## config.mk

```make
export PLATFORM = sky130hd
export DESIGN_NAME = operand_fwd_unit
export DESIGN_NICKNAME = d
export VERILOG_FILES = /design/src/rtl/fwd_pkg.sv /design/src/rtl/fwd_hit_detect.sv /design/src/rtl/fwd_sel_prio.sv /design/src/rtl/operand_fwd_unit.sv
export SDC_FILE = /design/constraint.sdc
export NUM_CORES = 1
export LEC_CHECK = 0
export ABC_AREA = 1
export BUFFER_PORTS_ARGS = -buffer_cell sky130_fd_sc_hd__buf_2
export CAP_MARGIN = 20
export CORE_AREA = 2 2 39 41
export DETAILED_ROUTE_END_ITERATION = 7
export DIE_AREA = 0 0 41 43
export PLACE_DENSITY = 0.59
export SLEW_MARGIN = 20
export SYNTH_ARGS = -nofsm -noshare
export SYNTH_HDL_FRONTEND = slang
export SYNTH_SLANG_ARGS = --single-unit
```

## constraint.sdc

```tcl
create_clock -name vclk -period 0.8
set_clock_uncertainty 0.1 [all_clocks]
set_input_delay 0.16 -clock vclk [all_inputs]
set_output_delay 0.16 -clock vclk [all_outputs]
set_load 0.01 [all_outputs]
```

## src/rtl/fwd_pkg.sv

```systemverilog
// Shared types for the operand forwarding select logic.
package fwd_pkg;

    // Operand source encoding driven onto the ALU input muxes.
    typedef enum logic [1:0] {
        SRC_REGFILE = 2'b00,
        SRC_WBACK   = 2'b01,
        SRC_EXMEM   = 2'b10
    } fwd_src_e;

endpackage

```

## src/rtl/fwd_hit_detect.sv

```systemverilog
// fwd_hit_detect: reports whether one producer stage can supply one operand.
// Assumes register 0 is hard-wired and never a legal forwarding target.
module fwd_hit_detect #(
    parameter int REG_AW = 5
) (
    input  logic [REG_AW-1:0] src_reg,
    input  logic [REG_AW-1:0] prod_dst,
    input  logic              prod_wr,
    output logic              hit
);

    // A hit needs a real write to a nonzero register that the operand names.
    always_comb begin
        hit = prod_wr && (prod_dst != '0) && (prod_dst == src_reg);
    end

endmodule

```

## src/rtl/fwd_sel_prio.sv

```systemverilog
// fwd_sel_prio: turns the two per-stage hits into one mux select.
// Assumes the execute/memory stage holds the younger of the two producers.
module fwd_sel_prio
    import fwd_pkg::*;
(
    input  logic     exm_hit,
    input  logic     mwb_hit,
    output fwd_src_e sel
);

    // The younger producer wins; fall back to the register file otherwise.
    always_comb begin
        if (exm_hit)      sel = SRC_EXMEM;
        else if (mwb_hit) sel = SRC_WBACK;
        else              sel = SRC_REGFILE;
    end

endmodule

```

## src/rtl/operand_fwd_unit.sv

```systemverilog
// operand_fwd_unit: forwarding selects for both ALU operands of the
// execute-stage instruction. Purely combinational, no state.
// Assumes the two selects are resolved independently of each other.
module operand_fwd_unit
    import fwd_pkg::*;
#(
    parameter int REG_AW = 5
) (
    input  logic [REG_AW-1:0] ex_src_a,
    input  logic [REG_AW-1:0] ex_src_b,
    input  logic [REG_AW-1:0] exm_dst,
    input  logic              exm_wr_en,
    input  logic [REG_AW-1:0] mwb_dst,
    input  logic              mwb_wr_en,
    output logic [1:0]        fwd_sel_a,
    output logic [1:0]        fwd_sel_b
);

    localparam int NUM_OPS = 2;

    logic [REG_AW-1:0] src_vec [NUM_OPS];
    fwd_src_e          sel_vec [NUM_OPS];

    // Gather the operand sources into an indexable array.
    always_comb begin
        src_vec[0] = ex_src_a;
        src_vec[1] = ex_src_b;
    end

    for (genvar i = 0; i < NUM_OPS; i++) begin : g_op
        logic exm_hit;
        logic mwb_hit;

        fwd_hit_detect #(.REG_AW(REG_AW)) u_exm_hit (
            .src_reg  (src_vec[i]),
            .prod_dst (exm_dst),
            .prod_wr  (exm_wr_en),
            .hit      (exm_hit)
        );

        fwd_hit_detect #(.REG_AW(REG_AW)) u_mwb_hit (
            .src_reg  (src_vec[i]),
            .prod_dst (mwb_dst),
            .prod_wr  (mwb_wr_en),
            .hit      (mwb_hit)
        );

        fwd_sel_prio u_prio (
            .exm_hit (exm_hit),
            .mwb_hit (mwb_hit),
            .sel     (sel_vec[i])
        );

        // Port-level checks of the resolved select for this operand.
        always_comb begin
            p_sel_legal_r7: assert (sel_vec[i] != fwd_src_e'(2'b11))
                else $error("illegal select code on operand %0d", i);
            p_younger_wins_r4: assert (!(exm_wr_en && exm_dst != '0 && exm_dst == src_vec[i])
                                       || sel_vec[i] == SRC_EXMEM)
                else $error("execute/memory producer not chosen on operand %0d", i);
            p_wb_qualified_r3: assert (sel_vec[i] != SRC_WBACK
                                       || (mwb_wr_en && mwb_dst != '0 && mwb_dst == src_vec[i]))
                else $error("writeback chosen without a qualifying producer on operand %0d", i);
            p_no_write_r5: assert (exm_wr_en || mwb_wr_en || sel_vec[i] == SRC_REGFILE)
                else $error("forwarded with no stage writing on operand %0d", i);
            p_zero_dst_r6: assert (exm_dst != '0 || mwb_dst != '0 || sel_vec[i] == SRC_REGFILE)
                else $error("forwarded a register-zero write on operand %0d", i);
        end
    end

    // Drive the output ports from the per-operand selects.
    always_comb begin
        fwd_sel_a = sel_vec[0];
        fwd_sel_b = sel_vec[1];
    end

endmodule

```

=== Yosys cells after proc, flatten, opt, wreduce, memory -nomap -nowiden ===
Cells that the tools add are included.

* Bits in registers: 0
* Input bits: 22
* Output and inout bits: 4
* Word-level logic and storage cells: 16

* Equal/unequal tests: 4
* Muxes and demuxes: 4
* Reductions and logical operators: 8

{| class="wikitable"
|+ Operators with widths
! kind !! count
|-
| $eq 5x5->1 || 4
|-
| $reduce_bool 5->1 || 2
|-
| $logic_and 1x1->1 || 6
|-
| $mux 2 || 2
|-
| $mux 1 || 2
|}

=== Depth between registers and ports, before layout ===
* Word-level depth: 5
* Mapped depth: 7
* Gate-level depth less buffers: 7

=== By module ===
A second synthesis with hierarchy kept.

* Cells, all modules: 122
* Area total of the unflattened synthesis: 500.5 um^2

{| class="wikitable"
|+ Modules (own cells, without submodules)
! module !! times used !! cells an instance !! area an instance (um^2) !! sequential area each (um^2)
|-
| fwd_hit_detect || 4 || 29 || 116.4 || 0.0
|-
| fwd_sel_prio || 2 || 3 || 17.5 || 0.0
|}

=== Worst setup path before layout ===
OpenSTA, ideal clock, no wires.

* Kind: input -> output
* From: input port ex_src_b[1]
* To: output port fwd_sel_b[0]
* Data arrival time: 0.680 ns
* Required time: 0.540 ns
* Slack: -0.140 ns
* Cell stages on the path: 7
* Path buffers: 0
* Cells stage by stage: inv_1 -> nand2_1 -> nand2_1 -> nand2_1 -> nor2_1 -> nand3_1 -> nor2_1

* Cells in the longest elaborated chain, start to end: 4
* Elaborated cells between the ends (all ways): 6
* Those cells by class: eq/ne: 2; mux: 2; reduce/logical: 2

{| class="wikitable"
|+ RTL lines
! what !! RTL line !! source
|-
| start: declaration || operand_fwd_unit.sv:10 || <nowiki>input logic [REG_AW-1:0] ex_src_b,</nowiki>
|-
| $eq 5x5->1 || fwd_hit_detect.sv:14 || <nowiki>hit = prod_wr && (prod_dst != '0) && (prod_dst == src_reg);</nowiki>
|-
| $logic_and 1x1->1 || fwd_hit_detect.sv:14 ||
|-
| $mux 1 || fwd_sel_prio.sv:14 || <nowiki>else if (mwb_hit) sel = SRC_WBACK;</nowiki>
|-
| $mux 2 (*) || fwd_sel_prio.sv:13 || <nowiki>if (exm_hit) sel = SRC_EXMEM;</nowiki>
|-
| end: declaration || operand_fwd_unit.sv:16 || <nowiki>output logic [1:0] fwd_sel_b</nowiki>
|}

Every way passes the cells marked *; elsewhere a longest branch is shown, timed or not.

=== Worst setup path in the final report ===
* From: input port mwb_dst[0]
* To: output port fwd_sel_b[0]

* Cells in the longest elaborated chain, start to end: 5
* Elaborated cells between the ends (all ways): 6
* Those cells by class: eq/ne: 1; mux: 2; reduce/logical: 3

{| class="wikitable"
|+ RTL lines
! what !! RTL line !! source
|-
| start: declaration || operand_fwd_unit.sv:13 || <nowiki>input logic [REG_AW-1:0] mwb_dst,</nowiki>
|-
| $reduce_bool 5->1 || fwd_hit_detect.sv:14 ||
|-
| $logic_and 1x1->1 || fwd_hit_detect.sv:14 ||
|-
| $logic_and 1x1->1 (*) || fwd_hit_detect.sv:14 ||
|-
| $mux 1 (*) || fwd_sel_prio.sv:14 ||
|-
| $mux 2 (*) || fwd_sel_prio.sv:13 ||
|}

Marks and branches as above.

==> results.ini <==
[grt]
wire_length_of_the_first_global_routing_pass_um = 1600
grt-ovfl-total = 0
gr-usage-all-layers = 0.126
grt_antenna_before_repair = 0
grt_pass1_vias = 423
maximum_number_of_pins_on_one_net_before_global_route_repair = 5

[cells_and_area]
layout.filler_cells = 147
clock_buffers = 0
antenna_cells_inserted = 0
finalCoreUtilization = 0.558
post_route_cells_drive_above_1_share = 0.583
syn_to_final_growth_pct = 106
seq_cell_count = 0
register_area_um2 = 0
fin_nets = 127

[pwr]
p_sw_mw = 0.176
power-per-cell-area_mw_per_mm2 = 507
power_switching_share = 0.449
vdd_ir_drop_max_mv = 0.210
internal_power_mw = 0.215
power_mw = 0.391
combPwrFrac = 1.000
share_clk_of_total_power = 0
static-leakage-power_nw = 0.413
seqPwrFrac = 0

[timing]
max_slew_margin = 0.899
layout_worst_path_cycle_share = 1.42
worst-slew-pin-transition_ns = 0.151
fmaxAchievable_mhz = 881
whs_ns = 0.557
unrepaired_setup_endpoints_after_global_routing = yes
layout_setup_ws_ns = -0.334
timing_max_transition_violations_final = 0
final-hold-violation-count = 0
setup_viol = 4
layout_min_cycle_time_ns = 1.13

[yosys]
synth_top_family_by_area = simple AND/OR/NAND/NOR gates
yosys.area_share.adder = 0
synthMostInstantiatedCell = nand2_1
netlist-cell-type-count = 12
mappedNetlistArea_um2 = 375
ys_seq_area_frac = 0
synthCells = 79
synth_top_cells_by_count = nand2_1, nor2_1, inv_1, xnor2_1, xor2_1
mappedNetlistNets = 101
netlist.top_cell.by_area = nand2_1
post_synth_xor_area_fraction = 0.257
yosys.area_share.simple = 0.550
netlist.area_leader.share = 0.310
postSynthAreaPerCell_um2 = 4.75
post_synth_mux_area_share = 0
ys.warnings.count = 0
yosys-top-cells-area = nand2_1, xnor2_1, nor2_1
synth_compound_area_frac = 0.0133

[detailed_routing]
avgRoutedWirePerCell_um = 9.61
routed_length_on_met2_um = 649
final_antenna_net_count = 0
drt_wl_total_um = 1140
top_layer_used = met3
drtPass1Iterations = 2
vias = 524
drc_errors = 0
dr.first_iter.drc_count = 4
wl_met3_um = 75
post_detailed_route_via_to_cell_ratio = 4.40
met1Wirelength_um = 418

[clock_network]
post_cts_hold_buffer_count = 0
postCtsSetupRepairBufs = 0

[placement]
place_congestion = 0.656
io_buffers = 26
detailed_placement_wirelength_estimate_um = 897

[die]
die-width_um = 41
die_area_mm2 = 0.00176
floorplan.initialDensity = 0.271
io_pins = 26
die_y_um = 43
fp-row-count = 14
core_region_area_mm2 = 0.00138

[status]
violations = negative setup slack
outcome = finished with violations

[setup_path]
setup.worst_path.class = primary input to output port
critical_path_peak_fanout = 3
worstPathArrival_ns = 0.87
critPathLaunchType = primary input
critPathRequiredTime_ns = 0.54
end_kind = output port

[worst_hold_path]
holdCritPathClass = primary input to output port

[job]
maxCapViolCount = 0

-- cell families after synthesis --
kind of cell	after synthesis
AO/OA/AOI/OAI	1
XOR/XNOR	11
buffers and inverters	16
AND/OR/NAND/NOR	51
-- metrics by stage --
step	worst slack (ns)	instance area (um2)	std cells	TNS [ns]
after floorplan	-0.119	420	79	-0.432
after global placement	-0.419	556	119	-1.51
after detailed placement	-0.422	556	119	-1.55
after CTS	-0.364	686	119	-1.26
after global routing	-0.431	772	119	-1.59
final	-0.334	772	119	-1.22
-- final cells by class --
| class | count | area, um2 | share of cell area |
|---|---|---|---|
| Tap cell | 16 | 20.0 | 0.0259 |
| Timing Repair Buffer | 26 | 270 | 0.350 |
| Inverter | 14 | 87.6 | 0.113 |
| Multi-Input combinational cell | 63 | 394 | 0.511 |
-- power by group through the flow --
stage,Sequential [mW],Clock (mW),Combinational [mW]
2_1_floorplan,0,0,0.146
3_3_place_gp,0,0,0.263
3_5_place_dp,0,0,0.266
4_1_cts,0,0,0.338
5_1_grt,0,0,0.428
6_report,0,0,0.391
-- worst max-delay path, stage by stage --
cell	delay, ns
buf_4	0.13
xnor2_2	0.11
nand2_1	0.09
nor2_2	0.09
nand3_1	0.07
nor2_1	0.09
buf_2	0.13
-- cell usage in the layout (no fill, tap or decap), drive strengths merged --
master / count
nand3: 3
inv: 14
nand4: 1
xor2: 4
nor2: 15
nand3b: 1
o21ai: 1
buf: 26
xnor2: 7
nand2: 31
-- final timing paths --
kind,cells after the start,startpoint,endpoint,slack (ns)
worst max-delay path,7,mwb_dst[0],fwd_sel_b[0],-0.33
worst min-delay path,4,exm_wr_en,fwd_sel_b[1],0.56
-- what timing repair did --
item,in CTS,in global routing
gates cloned,0,0
pin swaps,19,21
resized for setup,36,25
endpoints found under the setup margin,4,4
-- metal layers --
| metal | GRT usage | vias to the layer above |
|---|---|---|
| met2 | 0.241 | 17 |
| met3 | 0.00524 | 0 |
| li1 | - | 279 |
| met5 | 0 | - |
| met4 | 0 | 0 |
| met1 | 0.152 | 228 |
Note: power is estimated with default switching activity, not from simulation.
